### config.mk
export PLATFORM = sky130hd
export DESIGN_NAME = flash_cmd_decoder
export DESIGN_NICKNAME = d
export VERILOG_FILES = /design/src/rtl/fcd_pkg.sv /design/src/rtl/fcd_cycle_classify.sv /design/src/rtl/fcd_seq_fsm.sv /design/src/rtl/fcd_id_reader.sv /design/src/rtl/flash_cmd_decoder.sv
export SDC_FILE = /design/constraint.sdc
export NUM_CORES = 1
export LEC_CHECK = 0
export ABC_AREA = 0
export BUFFER_PORTS_ARGS = -buffer_cell sky130_fd_sc_hd__buf_2
export CORE_ASPECT_RATIO = 1.2
export CORE_MARGIN = 2
export CORE_UTILIZATION = 41
export CTS_CLUSTER_DIAMETER = 100
export DETAILED_ROUTE_END_ITERATION = 6
export PLACE_DENSITY = 0.74
export REMOVE_ABC_BUFFERS = 1
export SETUP_SLACK_MARGIN = 0.4
export SYNTH_ARGS = -nofsm -noshare
export SYNTH_HDL_FRONTEND = slang
export SYNTH_HIERARCHICAL = 1
export SYNTH_SLANG_ARGS = --single-unit
### constraint.sdc
create_clock -name clk -period 1.6 [get_ports clk]
set_input_delay 0 -clock clk [delete_from_list [all_inputs] [get_ports clk]]
set_output_delay 0 -clock clk [all_outputs]
set_load 0.05 [all_outputs]
### src/rtl/fcd_pkg.sv
package fcd_pkg;

    localparam logic [15:0] KEY_ADDR_A  = 16'h5555;
    localparam logic [15:0] KEY_ADDR_B  = 16'h2AAA;
    localparam logic [7:0]  KEY_A       = 8'hAA;
    localparam logic [7:0]  KEY_B       = 8'h55;
    localparam logic [7:0]  CMD_PROG    = 8'hA0;
    localparam logic [7:0]  CMD_ERS_SET = 8'h80;
    localparam logic [7:0]  CMD_ID_IN   = 8'h90;
    localparam logic [7:0]  CMD_ID_OUT  = 8'hF0;
    localparam logic [7:0]  CMD_SECT    = 8'h30;
    localparam logic [7:0]  CMD_BLK     = 8'h50;
    localparam logic [7:0]  CMD_CHIP    = 8'h10;
    localparam logic [15:0] MFR_WORD    = 16'h00BF;

    typedef enum logic [2:0] {
        ST_IDLE,
        ST_GOT_AA,
        ST_GOT_55,
        ST_PROG_ARM,
        ST_ERS_SETUP,
        ST_ERS_AA,
        ST_ERS_55
    } fcd_state_e;

    typedef struct packed {
        logic prog;
        logic sect;
        logic blk;
        logic chip;
    } fcd_fire_t;

endpackage

### src/rtl/fcd_cycle_classify.sv
module fcd_cycle_classify #(
    parameter int ADDR_W = 17,
    parameter int DATA_W = 16
) (
    input  logic [ADDR_W-1:0] addr,
    input  logic [DATA_W-1:0] data,
    output logic              at_key_a,
    output logic              at_key_b,
    output logic [7:0]        code
);
    import fcd_pkg::*;

    // Only the low 16 address bits and low byte of data take part
    assign at_key_a = (addr[15:0] == KEY_ADDR_A);
    assign at_key_b = (addr[15:0] == KEY_ADDR_B);
    assign code     = data[7:0];

endmodule

### src/rtl/fcd_seq_fsm.sv
module fcd_seq_fsm #(
    parameter int ADDR_W = 17,
    parameter int DATA_W = 16
) (
    input  logic              clk,
    input  logic              rst_n,
    input  logic              wr_stb,
    input  logic [ADDR_W-1:0] wr_addr,
    input  logic [DATA_W-1:0] wr_data,
    input  logic              busy,
    input  logic              at_key_a,
    input  logic              at_key_b,
    input  logic [7:0]        code,
    output logic              prog_start,
    output logic              sect_erase_start,
    output logic              blk_erase_start,
    output logic              chip_erase_start,
    output logic [ADDR_W-1:0] op_addr,
    output logic [DATA_W-1:0] op_data,
    output logic              id_mode
);
    import fcd_pkg::*;

    fcd_state_e state, state_nx;
    fcd_fire_t  fire;
    logic       id_set, id_clr;

    always_comb begin
        state_nx = state;
        fire     = '0;
        id_set   = 1'b0;
        id_clr   = 1'b0;
        if (busy) begin
            state_nx = ST_IDLE;
        end else if (wr_stb) begin
            state_nx = ST_IDLE;
            unique case (state)
                ST_IDLE:
                    if (at_key_a && code == KEY_A) state_nx = ST_GOT_AA;
                ST_GOT_AA:
                    if (at_key_b && code == KEY_B) state_nx = ST_GOT_55;
                ST_GOT_55:
                    if (at_key_a) begin
                        case (code)
                            CMD_PROG:    state_nx = ST_PROG_ARM;
                            CMD_ERS_SET: state_nx = ST_ERS_SETUP;
                            CMD_ID_IN:   id_set   = 1'b1;
                            CMD_ID_OUT:  id_clr   = 1'b1;
                            default:     state_nx = ST_IDLE;
                        endcase
                    end
                ST_PROG_ARM:
                    fire.prog = 1'b1;
                ST_ERS_SETUP:
                    if (at_key_a && code == KEY_A) state_nx = ST_ERS_AA;
                ST_ERS_AA:
                    if (at_key_b && code == KEY_B) state_nx = ST_ERS_55;
                ST_ERS_55:
                    case (code)
                        CMD_SECT: fire.sect = 1'b1;
                        CMD_BLK:  fire.blk  = 1'b1;
                        CMD_CHIP: fire.chip = at_key_a;
                        default:  fire      = '0;
                    endcase
                default:
                    state_nx = ST_IDLE;
            endcase
        end
    end

    always_ff @(posedge clk or negedge rst_n) begin
        if (!rst_n) state <= ST_IDLE;
        else        state <= state_nx;
    end

    always_ff @(posedge clk or negedge rst_n) begin
        if (!rst_n) begin
            prog_start       <= 1'b0;
            sect_erase_start <= 1'b0;
            blk_erase_start  <= 1'b0;
            chip_erase_start <= 1'b0;
            op_addr          <= '0;
            op_data          <= '0;
            id_mode          <= 1'b0;
        end else begin
            prog_start       <= fire.prog;
            sect_erase_start <= fire.sect;
            blk_erase_start  <= fire.blk;
            chip_erase_start <= fire.chip;
            if (|fire) begin
                op_addr <= wr_addr;
                op_data <= wr_data;
            end
            if (id_set)      id_mode <= 1'b1;
            else if (id_clr) id_mode <= 1'b0;
        end
    end

    logic any_start;
    assign any_start = prog_start | sect_erase_start | blk_erase_start | chip_erase_start;

    assert_onehot_start_R11: assert property (@(posedge clk) disable iff (!rst_n)
        $onehot0({prog_start, sect_erase_start, blk_erase_start, chip_erase_start}));

    assert_single_cycle_R11: assert property (@(posedge clk) disable iff (!rst_n)
        any_start |=> !any_start);

    assert_busy_no_start_R7: assert property (@(posedge clk) disable iff (!rst_n)
        busy |=> !any_start);

    assert_busy_to_idle_R7: assert property (@(posedge clk) disable iff (!rst_n)
        busy |=> state == ST_IDLE);

    assert_id_needs_write_R9: assert property (@(posedge clk) disable iff (!rst_n)
        (!wr_stb || busy) |=> $stable(id_mode));

    assert_start_needs_write_R2: assert property (@(posedge clk) disable iff (!rst_n)
        any_start |-> $past(wr_stb));

endmodule

### src/rtl/fcd_id_reader.sv
module fcd_id_reader #(
    parameter int          ADDR_W      = 17,
    parameter int          DATA_W      = 16,
    parameter logic [15:0] DEVICE_CODE = 16'h2789
) (
    input  logic              id_mode,
    input  logic [ADDR_W-1:0] rd_addr,
    output logic [DATA_W-1:0] id_word
);
    import fcd_pkg::*;

    always_comb begin
        id_word = '0;
        if (id_mode) begin
            if (rd_addr == '0)                id_word = DATA_W'(MFR_WORD);
            else if (rd_addr == ADDR_W'(1))   id_word = DATA_W'(DEVICE_CODE);
        end
    end

endmodule

### src/rtl/flash_cmd_decoder.sv
module flash_cmd_decoder #(
    parameter int          ADDR_W      = 17,
    parameter int          DATA_W      = 16,
    parameter logic [15:0] DEVICE_CODE = 16'h2789,
    localparam int         SECT_W      = ADDR_W - 11,
    localparam int         BLK_W       = ADDR_W - 15
) (
    input  logic              clk,
    input  logic              rst_n,
    input  logic              wr_stb,
    input  logic [ADDR_W-1:0] wr_addr,
    input  logic [DATA_W-1:0] wr_data,
    input  logic              busy,
    input  logic [ADDR_W-1:0] rd_addr,
    output logic              prog_start,
    output logic              sect_erase_start,
    output logic              blk_erase_start,
    output logic              chip_erase_start,
    output logic [ADDR_W-1:0] op_addr,
    output logic [DATA_W-1:0] op_data,
    output logic [SECT_W-1:0] op_sector,
    output logic [BLK_W-1:0]  op_block,
    output logic              id_mode,
    output logic [DATA_W-1:0] id_word
);

    logic       at_key_a, at_key_b;
    logic [7:0] code;

    fcd_cycle_classify #(.ADDR_W(ADDR_W), .DATA_W(DATA_W)) u_classify (
        .addr     (wr_addr),
        .data     (wr_data),
        .at_key_a (at_key_a),
        .at_key_b (at_key_b),
        .code     (code)
    );

    fcd_seq_fsm #(.ADDR_W(ADDR_W), .DATA_W(DATA_W)) u_fsm (
        .clk              (clk),
        .rst_n            (rst_n),
        .wr_stb           (wr_stb),
        .wr_addr          (wr_addr),
        .wr_data          (wr_data),
        .busy             (busy),
        .at_key_a         (at_key_a),
        .at_key_b         (at_key_b),
        .code             (code),
        .prog_start       (prog_start),
        .sect_erase_start (sect_erase_start),
        .blk_erase_start  (blk_erase_start),
        .chip_erase_start (chip_erase_start),
        .op_addr          (op_addr),
        .op_data          (op_data),
        .id_mode          (id_mode)
    );

    fcd_id_reader #(.ADDR_W(ADDR_W), .DATA_W(DATA_W), .DEVICE_CODE(DEVICE_CODE)) u_id (
        .id_mode (id_mode),
        .rd_addr (rd_addr),
        .id_word (id_word)
    );

    // Sector and block indices of the latched operand address
    assign op_sector = op_addr[ADDR_W-1:11];
    assign op_block  = op_addr[ADDR_W-1:15];

endmodule

# Yosys cells after proc, flatten, opt, wreduce, memory -nomap -nowiden
# Cells that the tools add are included.
[word_totals] input_bits=54 ff_bits=41 output_inout_bits=62
[op_classes] reduce_logical=7 n_mux=31 n_eq_ne=18
[op_table] cell="$eq A8 B8 Y1 const B" count=5
[op_table] cell="$mux W16" count=2
[op_table] cell="$mux W3" count=6
[op_table] cell="$eq A17 B1 Y1 const B" count=1
[op_table] cell="$logic_not A17 Y1" count=1
[op_table] cell="$mux W1" count=17
[op_table] cell="$eq A16 B14 Y1 const B" count=1
[op_table] cell="$eq A16 B15 Y1 const B" count=1
[op_table] cell="$eq A8 B7 Y1 const B" count=2
[op_table] cell="$pmux W3 S5" count=1
[op_table] cell="$mux W14" count=1
[op_table] cell="$eq A3 B3 Y1 const B" count=3
[op_table] cell="$eq A8 B5 Y1 const B" count=1
[op_table] cell="$eq A8 B6 Y1 const B" count=1
[op_table] cell="$mux W4" count=2
[op_table] cell="$eq A3 B2 Y1 const B" count=2
[op_table] cell="$pmux W3 S2" count=1
[op_table] cell="$reduce_bool A2 Y1" count=2
[op_table] cell="$reduce_or A4 Y1" count=1
[op_table] cell="$eq A3 B1 Y1 const B" count=1
[op_table] cell="$logic_not A3 Y1" count=1
[op_table] cell="$logic_and A1 B1 Y1" count=2
[op_table] cell="$mux W2" count=1

# Depth between registers and ports, before layout
# Gate-level depths: netlist of run 1.
[logic_depth] word_depth=8 ltp_mapped=8

# Modules after synthesis
# Netlist of run 1, hierarchy kept.
[modules_own_cells] mod="fcd_seq_fsm" cells_each=124 n_inst=1 area_per_inst_um2=1841.8 seq_area_each_um2=1026.0
[modules_own_cells] mod="fcd_id_reader" cells_each=25 n_inst=1 area_per_inst_um2=170.2 seq_area_each_um2=0.0
[modules_own_cells] mod="fcd_cycle_classify" cells_each=18 n_inst=1 area_per_inst_um2=165.2 seq_area_each_um2=0.0
[modules_own_cells] mod="flash_cmd_decoder" cells_each=8 n_inst=1 area_per_inst_um2=60.1 seq_area_each_um2=0.0

# Worst setup path before layout of run 1
# No wires, ideal clock.
[synth_path] path_kind="register to output" from="reg u_fsm.id_mode" to="out id_word[2]" arrival_time_ns=2.676 path_buffers=1 stages_incl_launch_ff=5 required_time_ns=1.600 path_slack_ns=-1.076 cell_sequence="dfrtp_1 > nor4b_2 > nand3_1 > nor3_1 > buf_4"
[synth_via] elab_chain_cells=1
[synth_lines] element="from (decl)" line_no="fcd_seq_fsm.sv:20" text="output logic id_mode"
[synth_lines] element="from (signal assigned)" line_no="fcd_seq_fsm.sv:84" text="id_mode <= 1'b0;"
[synth_lines] element="from (signal assigned)" line_no="fcd_seq_fsm.sv:94" text="if (id_set) id_mode <= 1'b1;"
[synth_lines] element="from (signal assigned)" line_no="fcd_seq_fsm.sv:95" text="else if (id_clr) id_mode <= 1'b0;"
[synth_lines] element="$mux W16" line_no="fcd_id_reader.sv:14" text="if (id_mode) begin"
[synth_lines] element="to (decl)" line_no="flash_cmd_decoder.sv:24" text="output logic [DATA_W-1:0] id_word"
# No other way between the ends.

# Worst setup path after layout of run 1
[layout_path] from="in wr_addr[7]" to="reg u_fsm.op_addr[8]"
[layout_via] elab_chain_cells=6
[layout_lines] element="from (decl)" line_no="flash_cmd_decoder.sv:11" text="input logic [ADDR_W-1:0] wr_addr,"
[layout_lines] element="$eq A16 B15 Y1" line_no="fcd_cycle_classify.sv:14" text="assign at_key_a = (addr[15:0] == KEY_ADDR_A);"
[layout_lines] element="via at_key_a" line_no="flash_cmd_decoder.sv:27" text="logic at_key_a, at_key_b;"
[layout_lines] element="$mux W1" line_no="fcd_seq_fsm.sv:59" text="case (code)"
[layout_lines] element="$mux W3" line_no="fcd_seq_fsm.sv:37" text="unique case (state)"
[layout_lines] element="$mux W4" line_no="fcd_seq_fsm.sv:35" text="end else if (wr_stb) begin"
[layout_lines] element="$mux W4" line_no="fcd_seq_fsm.sv:33" text="if (busy) begin"
[layout_lines] element="$reduce_or A4 Y1" line_no="fcd_seq_fsm.sv:90" text="if (|fire) begin"
[layout_lines] element="to (signal assigned)" line_no="fcd_seq_fsm.sv:91" text="op_addr <= wr_addr;"
[layout_lines] element="to (decl)" line_no="fcd_seq_fsm.sv:18" text="output logic [ADDR_W-1:0] op_addr,"
# The timed path passes the listed nets, and every way through them passes these cells.
# A chain may end at the register's enable or synchronous reset.

==> results of run 1 <==
==> final cells by class <==
type / instances / area (um^2) / area share [%]
timing repair buffer: 166 / 1210 / 34.4
multi-input combinational: 101 / 1110 / 31.6
sequential: 41 / 1030 / 29.2
clock buffer: 7 / 86.3 / 2.45
tap: 62 / 77.6 / 2.20
inverter: 2 / 7.51 / 0.213
==> flip-flops by register name, summed over array words and instances (netlist names) <==
register,count
u_fsm/blk_erase_start,1
u_fsm/chip_erase_start,1
u_fsm/id_mode,1
u_fsm/op_addr,17
u_fsm/op_data,16
u_fsm/prog_start,1
u_fsm/sect_erase_start,1
u_fsm/state,3
==> kinds of logic after synthesis <==
logic type      count (synthesis)  share of synthesized area [%]
simple gates                   52                           16.5
flops                          41                           45.9
buf+inv                        37                           12.3
mux                            33                           21.6
compound gates                 11                           3.52
other cells                     1                          0.168
==> routing by layer <==
layer | global-route usage, % | up-vias | share of wire [%]
li1 | - | 886 | -
met1 | 21.6 | 913 | 37
met2 | 37.1 | 95 | 54
met3 | 5.23 | 7 | 7.6
met4 | 5.15 | 0 | 1.1
met5 | 0 | - | 0
==> stage by stage <==
stage	cells	hold WS, ps
2_1_floorplan	144	-296
3_3_place_gp	340	96.1
3_5_place_dp	340	97.7
4_1_cts	375	1.14
5_1_grt	379	17.2
6_report	379	7.85
==> power by group <==
part | internal (W) | switching (W) | leakage, nW | total (W)
Clock | 0.000342 | 0.000338 | 0.0443 | 0.000680
Combinational | 0.000123 | 0.000131 | 1.33 | 0.000254
Sequential | 0.00104 | 0.00000000000146 | 0.573 | 0.00104
==> repair_timing <==
item | CTS | global route
pin swaps | 10 | 8
resized for setup | 55 | 16
buffers inserted | 8 | 3
hold endpoints to repair | 58 | 0
hold buffers | 19 | 0
endpoints found under the setup margin | 50 | 51
gates cloned | 1 | 1
==> worst paths after layout <==
check / from / end / cells after the start
worst min register to register: u_fsm/op_addr[1] / u_fsm/op_addr[1] / 1
worst min-delay path: wr_data[1] / u_fsm/op_data[1] / 2
worst max register to register: u_fsm/state[2] / u_fsm/op_addr[8] / 5
min in group asynchronous: rst_n / u_fsm/op_data[8] / 3
max in group asynchronous: rst_n / u_fsm/op_data[12] / 3
worst max-delay path: wr_addr[7] / u_fsm/op_addr[8] / 9
==> cell usage in the layout (no fill, tap or decap), types with 3 or more instances in the layout <==
cell type       n
buf_2          96
buf_4          29
buf_6          11
buf_8           7
clkbuf_8        6
conb_1          5
dfrtp_1        41
dlygate4sd3_1  19
mux2_2          3
mux2_4         30
nand2_1         8
nand4b_1        3
nor2_1          3
nor3_1          3
nor4_4          3
==> out/qor_table.md, run 1 <==
| Parameter | Value |
| --- | --- |
| DIE HEIGHT | 84.9 um |
| Post-CTS clock slew at the launch and capture registers of the worst setup and hold paths | 70 ps |
| Maximum cell stage delay along the critical path | 560 ps |
| Violations in the final reports | negative setup slack |
| # Max-Cap Violations | 0 |
| Element type at the critical path end | flip-flop |
| Global-route wire length before repair | 9340 um |
| Setup crit start kind | input pin |
| Most used DFF post-synth | dfrtp_1 |
| Final total power | 0.00197 W |
| Worst setup slack before clock tree synthesis | -756 ps |
| Cell type with the largest total area after synthesis | dfrtp_1 |
| Synth Area per Inst | 12.8 um^2 |
| Pin count of the biggest net entering global routing | 42 |
| Period utilization | 117% |
| Seq cells post-synth | 41 |
| Most repeated cell in the gate-level netlist after synthesis | dfrtp_1 |
| Overall die area | 6070 um^2 |
| Total number of yosys warnings | 6 |
| Violation count after the first detailed-routing iteration | 72 |
| Total routing usage reported by global routing | 19.8% |
| Initial cell density of the core | 42.5% |
| Share of the core filled with cells in the final layout | 66.9% |
| Number of failing setup endpoints in the final timing report | 42 |
| Total power density per cell area | 560 nW/um^2 |
| Cell class contributing the biggest share of worst-path delay | simple AND/OR/NAND/NOR gates |
| Routed wire length | 6000 um |
| Post-layout min period | 1880 ps |
| Cells taking the most area after synthesis | dfrtp_1 46%, mux2_4 20%, buf_4 10% |
| Fmax achieved | 533 MHz |
| Placement Cell Area | 2810 um^2 |
| Filler cell count | 386 |
| Fraction of the yosys area taken by sequential cells | 45.9% |
| Kind of critical path | input pin to flip-flop |
| Total CTS buffers | 5 |
| Hold crit path type | input pin to flip-flop |
| Clk Tree Root Cell | clkbuf_8 |
| Max-slew headroom | 65.4% |
| Result of the run | complete, but fails checks |
| Cell area after synthesis | 2240 um^2 |
| Number of nets in the layout | 371 |
| Post-Syn Instances | 175 |
| Vias after detailed routing | 1901 |
| Leakage | 1.95 nW |
| Total inserted antenna cells | 0 |
| Slowest-stage cell, CP | or4bb_4 |
| RSZ-0062 raised after global routing | yes |
| Number of top-level pins | 116 |
| Clock tree buffer depth | 2 |
| Layout-stage area growth over the synthesis result | 57.3% |
| Core Area | 5260 um^2 |
| Half-perimeter wire length after placement | 3940 um |
| Worst-case clock skew | 10.6 ps |
| Most common library cells after synthesis | 41 x dfrtp_1, 30 x buf_4, 30 x mux2_4, 8 x nand2_1, 7 x nor3_1 |
| TritonCTS Sinks | 41 |
| Setup TNS | -9230 ps |
| Count of endpoints failing hold in the final timing report | 0 |
| Worst setup slack after layout | -276 ps |
| Rows | 29 |
| Horiz. Die Dim | 71.4 um |
| Total count of max-transition violations in the final report | 0 |
| Remaining Overflow, GRT | 0 |
| Worst-Skew Late Latency | 290 ps |
| Portion of synthesized cell area occupied by the leading cell type | 45.9% |
| Critical path peak fanout | 12 |
| Share of layout cells above drive strength 1 | 65.9% |
| Wirelength per Cell | 15.8 um |
| TritonCTS clock tree | yes |
| Number of detailed-route iterations in the first pass | 4 |
| Proportion of synthesized flip-flops having asynchronous set or reset | 100% |
| Number of H-tree levels | 2 |
| Count of flip-flops with a built-in enable after synthesis | 0 |
| Buffers and inverters on the worst path | 3 |
| Post-route DRC violation count | 0 |
| Synth cell types | 39 |
| Number of global-route vias before repair | 1987 |
| Setup slack on the worst flop-to-flop path | -120 ps |
| GP Congestion | 0.864 |
| Ordered list of cells on the worst path | buf_6 > or4bb_4 > nor4_4 > buf_4 > nor3_1 > a21o_1 > o21ba_4 > buf_12 > mux2_4 |
| I/O Buffers | 110 |
| Critical Path AT | 2040 ps |
| Via-per-instance ratio | 5.02 |
| Design area | 3520 um^2 |
| Pin slew with the least headroom to its limit | 520 ps |
| Antenna violations before repair | 0 |
| Req. time, crit path | 1770 ps |
| Peak supply drop | 0.355 mV |
| Number of nets with antenna violations after routing | 0 |
Power figures use the tool's default switching activity.
==> run 2: changes to the inputs <==
--- a/config.mk
+++ b/config.mk
@@ -12,7 +12,9 @@
 export CORE_UTILIZATION = 41
 export CTS_CLUSTER_DIAMETER = 100
 export DETAILED_ROUTE_END_ITERATION = 6
+export HOLD_SLACK_MARGIN = 0.02
 export PLACE_DENSITY = 0.74
+export RECOVER_POWER = 50
 export REMOVE_ABC_BUFFERS = 1
 export SETUP_SLACK_MARGIN = 0.4
 export SYNTH_ARGS = -nofsm -noshare
==> run 2 against run 1 <==
The flow still finishes with violations (negative setup slack). Die area stayed put. Worst setup slack lost 3.2 ps. Clock power about the same. Core utilization up 1.3 points. Total power up 0.42%. Sequential share of layout area down 0.57 points. Largest cell class unchanged. First-iteration DRC count fell by 2.8%. Global-route usage grew 0.37 points. Via count is 2.7% higher.
==> out/qor_table.md, run 2 (synthesis gave the netlist of run 1 again) <==
| Parameter | Value | vs previous |
| --- | --- | --- |
| Global-route wire length before repair | 9540 um | was 9340 um |
| Reg2Reg Depth | 5 | unchanged |
| Remaining Overflow, GRT | 0 | unchanged |
| Total count of max-transition violations in the final report | 0 | unchanged |
| Worst R2R Start | u_fsm/state[2] | unchanged |
| GP Congestion | 0.864 | unchanged |
| Registers with the most flip-flops | u_fsm/op_addr: 17 flops, u_fsm/op_data: 16 flops, u_fsm/state: 3 flops | unchanged |
| Number of nets with antenna violations after routing | 0 | unchanged |
| Critical Path AT | 2040 ps | about the same |
| Wirelength per Cell | 15.9 um | was 15.8 um |
| Total power density per cell area | 551 nW/um^2 | was 560 nW/um^2 |
| Max-slew headroom | 32.4% | was 65.4% |
| Total routing usage reported by global routing | 20.1% | was 19.8% |
| RSZ-0062 raised after global routing | yes | unchanged |
| Rows | 29 | unchanged |
| Endpoint of the worst hold-timing path | u_fsm/sect_erase_start | was u_fsm/op_data[1] |
| Period utilization | 117% | about the same |
| Req. time, crit path | 1760 ps | was 1770 ps |
| TritonCTS clock tree | yes | unchanged |
| Count of endpoints failing hold in the final timing report | 0 | unchanged |
| Commonest cells after routing, fill and taps aside | 90 x buf_2, 41 x dfrtp_1, 30 x mux2_4 | was 96 x buf_2, 41 x dfrtp_1, 30 x mux2_4 |
| Routed wire length | 6150 um | was 6000 um |
| Area used by sequential logic in the layout | 1030 um^2 | unchanged |
| Total inserted antenna cells | 0 | unchanged |
| Initial cell density of the core | 42.5% | unchanged |
| Filler cell count | 381 | was 386 |
| Final instance count without filler cells | 386 | was 379 |
| Number of nets in the layout | 378 | was 371 |
| DIE HEIGHT | 84.9 um | unchanged |
| Vias after detailed routing | 1953 | was 1901 |
| Layout-stage area growth over the synthesis result | 60.4% | was 57.3% |
| Design area | 3590 um^2 | was 3520 um^2 |
| Total CTS buffers | 5 | unchanged |
| TritonCTS Sinks | 41 | unchanged |
| Share of layout cells above drive strength 1 | 62.7% | was 65.9% |
| Peak supply drop | 0.355 mV | about the same |
| Setup slack on the worst flop-to-flop path | -170 ps | was -120 ps |
| Max FFs per register | 17 | unchanged |
| Number of global-route vias before repair | 2023 | was 1987 |
| Horiz. Die Dim | 71.4 um | unchanged |
| Worst-Skew Late Latency | 290 ps | about the same |
| Setup crit start kind | input pin | unchanged |
| Fmax achieved | 532 MHz | was 533 MHz |
| Antenna violations before repair | 0 | unchanged |
| Biggest register | u_fsm/op_addr | unchanged |
| Cell depth of the worst hold path | 2 | unchanged |
| Half-perimeter wire length after placement | 3940 um | unchanged |
| Post-route DRC violation count | 0 | unchanged |
| Critical path peak fanout | 12 | unchanged |
| Placed cells | 340 | unchanged |
| Post-CTS clock slew at the launch and capture registers of the worst setup and hold paths | 80 ps | was 70 ps |
| Number of top-level pins | 116 | unchanged |
| Violations in the final reports | negative setup slack | unchanged |
| Violation count after the first detailed-routing iteration | 70 | was 72 |
| Via-per-instance ratio | 5.06 | was 5.02 |
| Worst setup slack after layout | -280 ps | was -276 ps |
| Endpoint of the lowest-slack register-to-register path | u_fsm/op_addr[8] | unchanged |
| Placement Cell Area | 2810 um^2 | unchanged |
| Worst-case clock skew | 9.63 ps | was 10.6 ps |
| Start point of the worst hold path | wr_data[6] | was wr_data[1] |
| Element type at the critical path end | flip-flop | unchanged |
| Result of the run | complete, but fails checks | unchanged |
| Overall die area | 6070 um^2 | unchanged |
| Number of detailed-route iterations in the first pass | 4 | unchanged |
| Leakage | 1.96 nW | was 1.95 nW |
| # Max-Cap Violations | 0 | unchanged |
| Clk Tree Root Cell | clkbuf_8 | unchanged |
| Share of the core filled with cells in the final layout | 68.2% | was 66.9% |
| Kind of critical path | input pin to flip-flop | unchanged |
| Setup TNS | -9150 ps | was -9230 ps |
| Core Area | 5260 um^2 | unchanged |
| Number of H-tree levels | 2 | unchanged |
| Number of failing setup endpoints in the final timing report | 41 | was 42 |
| Pin slew with the least headroom to its limit | 1010 ps | was 520 ps |
| Hold crit path type | input pin to flip-flop | unchanged |
| Post-layout min period | 1880 ps | about the same |
| Final total power | 0.00198 W | was 0.00197 W |
| Footprint of the multi-input gates | 1110 um^2 | about the same |
| I/O Buffers | 110 | unchanged |
| Leading cell type in the layout, fill and taps excluded | buf_2 | unchanged |
| Pin count of the biggest net entering global routing | 42 | unchanged |
| Clock tree buffer depth | 2 | unchanged |
==> run 2: worst max path at each step <==
stage	startpoint	to	slack (ps)	cells after the start
final	wr_addr[7]	u_fsm/op_addr[8]	-280	9
after global routing	wr_addr[7]	u_fsm/state[2]	-340	7
after CTS	wr_addr[7]	u_fsm/state[2]	-250	7
after detailed placement	wr_addr[11]	u_fsm/state[2]	-760	8
after global placement	wr_addr[11]	u_fsm/state[2]	-630	8
after floorplan	u_fsm/id_mode	id_word[10]	-3510	3
==> run 2: critical path: stages <==
cell and delay (ps):
buf_6 90, or4bb_4 560, nor4_4 280, buf_4 160, nor3_1 40, a21o_1 160
o21ba_4 260, buf_12 170, mux2_4 300
==> run 2: repair_timing <==
item | 4_1_cts | 5_1_grt
hold buffers | 25 | 0
endpoints found under the setup margin | 50 | 51
gates resized for setup | 55 | 15
pin swaps | 10 | 8
setup buffers | 8 | 3
hold endpoints to repair | 64 | 0
cloned | 1 | 2
==> run 2: layout make-up <==
type | instances | share of cell area (%)
clock buffers | 7 | 2.41
inverters | 2 | 0.209
multi-input cells | 101 | 30.8
flip-flops and latches | 41 | 28.6
well taps | 62 | 2.16
repair buffers | 173 | 35.8
==> run 2: report_power, final <==
part | internal [W] | switching (W)
sequential | 0.00104 | 0.00000000000140
clock | 0.000342 | 0.000335
combinational | 0.000131 | 0.000134
==> run 2: through the flow <==
step,hold WS [ps],worst slack [ps]
after floorplan,-296,-3510
after global placement,96.1,-628
after detailed placement,97.7,-756
after CTS,22.6,-255
after global routing,34.3,-336
final,34.4,-280
==> run 2: per-layer routing <==
layer / vias to the layer above / wire length, um / global-route usage (%)
li1: 900 / - / -
met1: 937 / 2310 / 22.3
met2: 103 / 3260 / 37.6
met3: 13 / 460 / 5.23
met4: 0 / 117 / 5.15
met5: - / 0 / 0
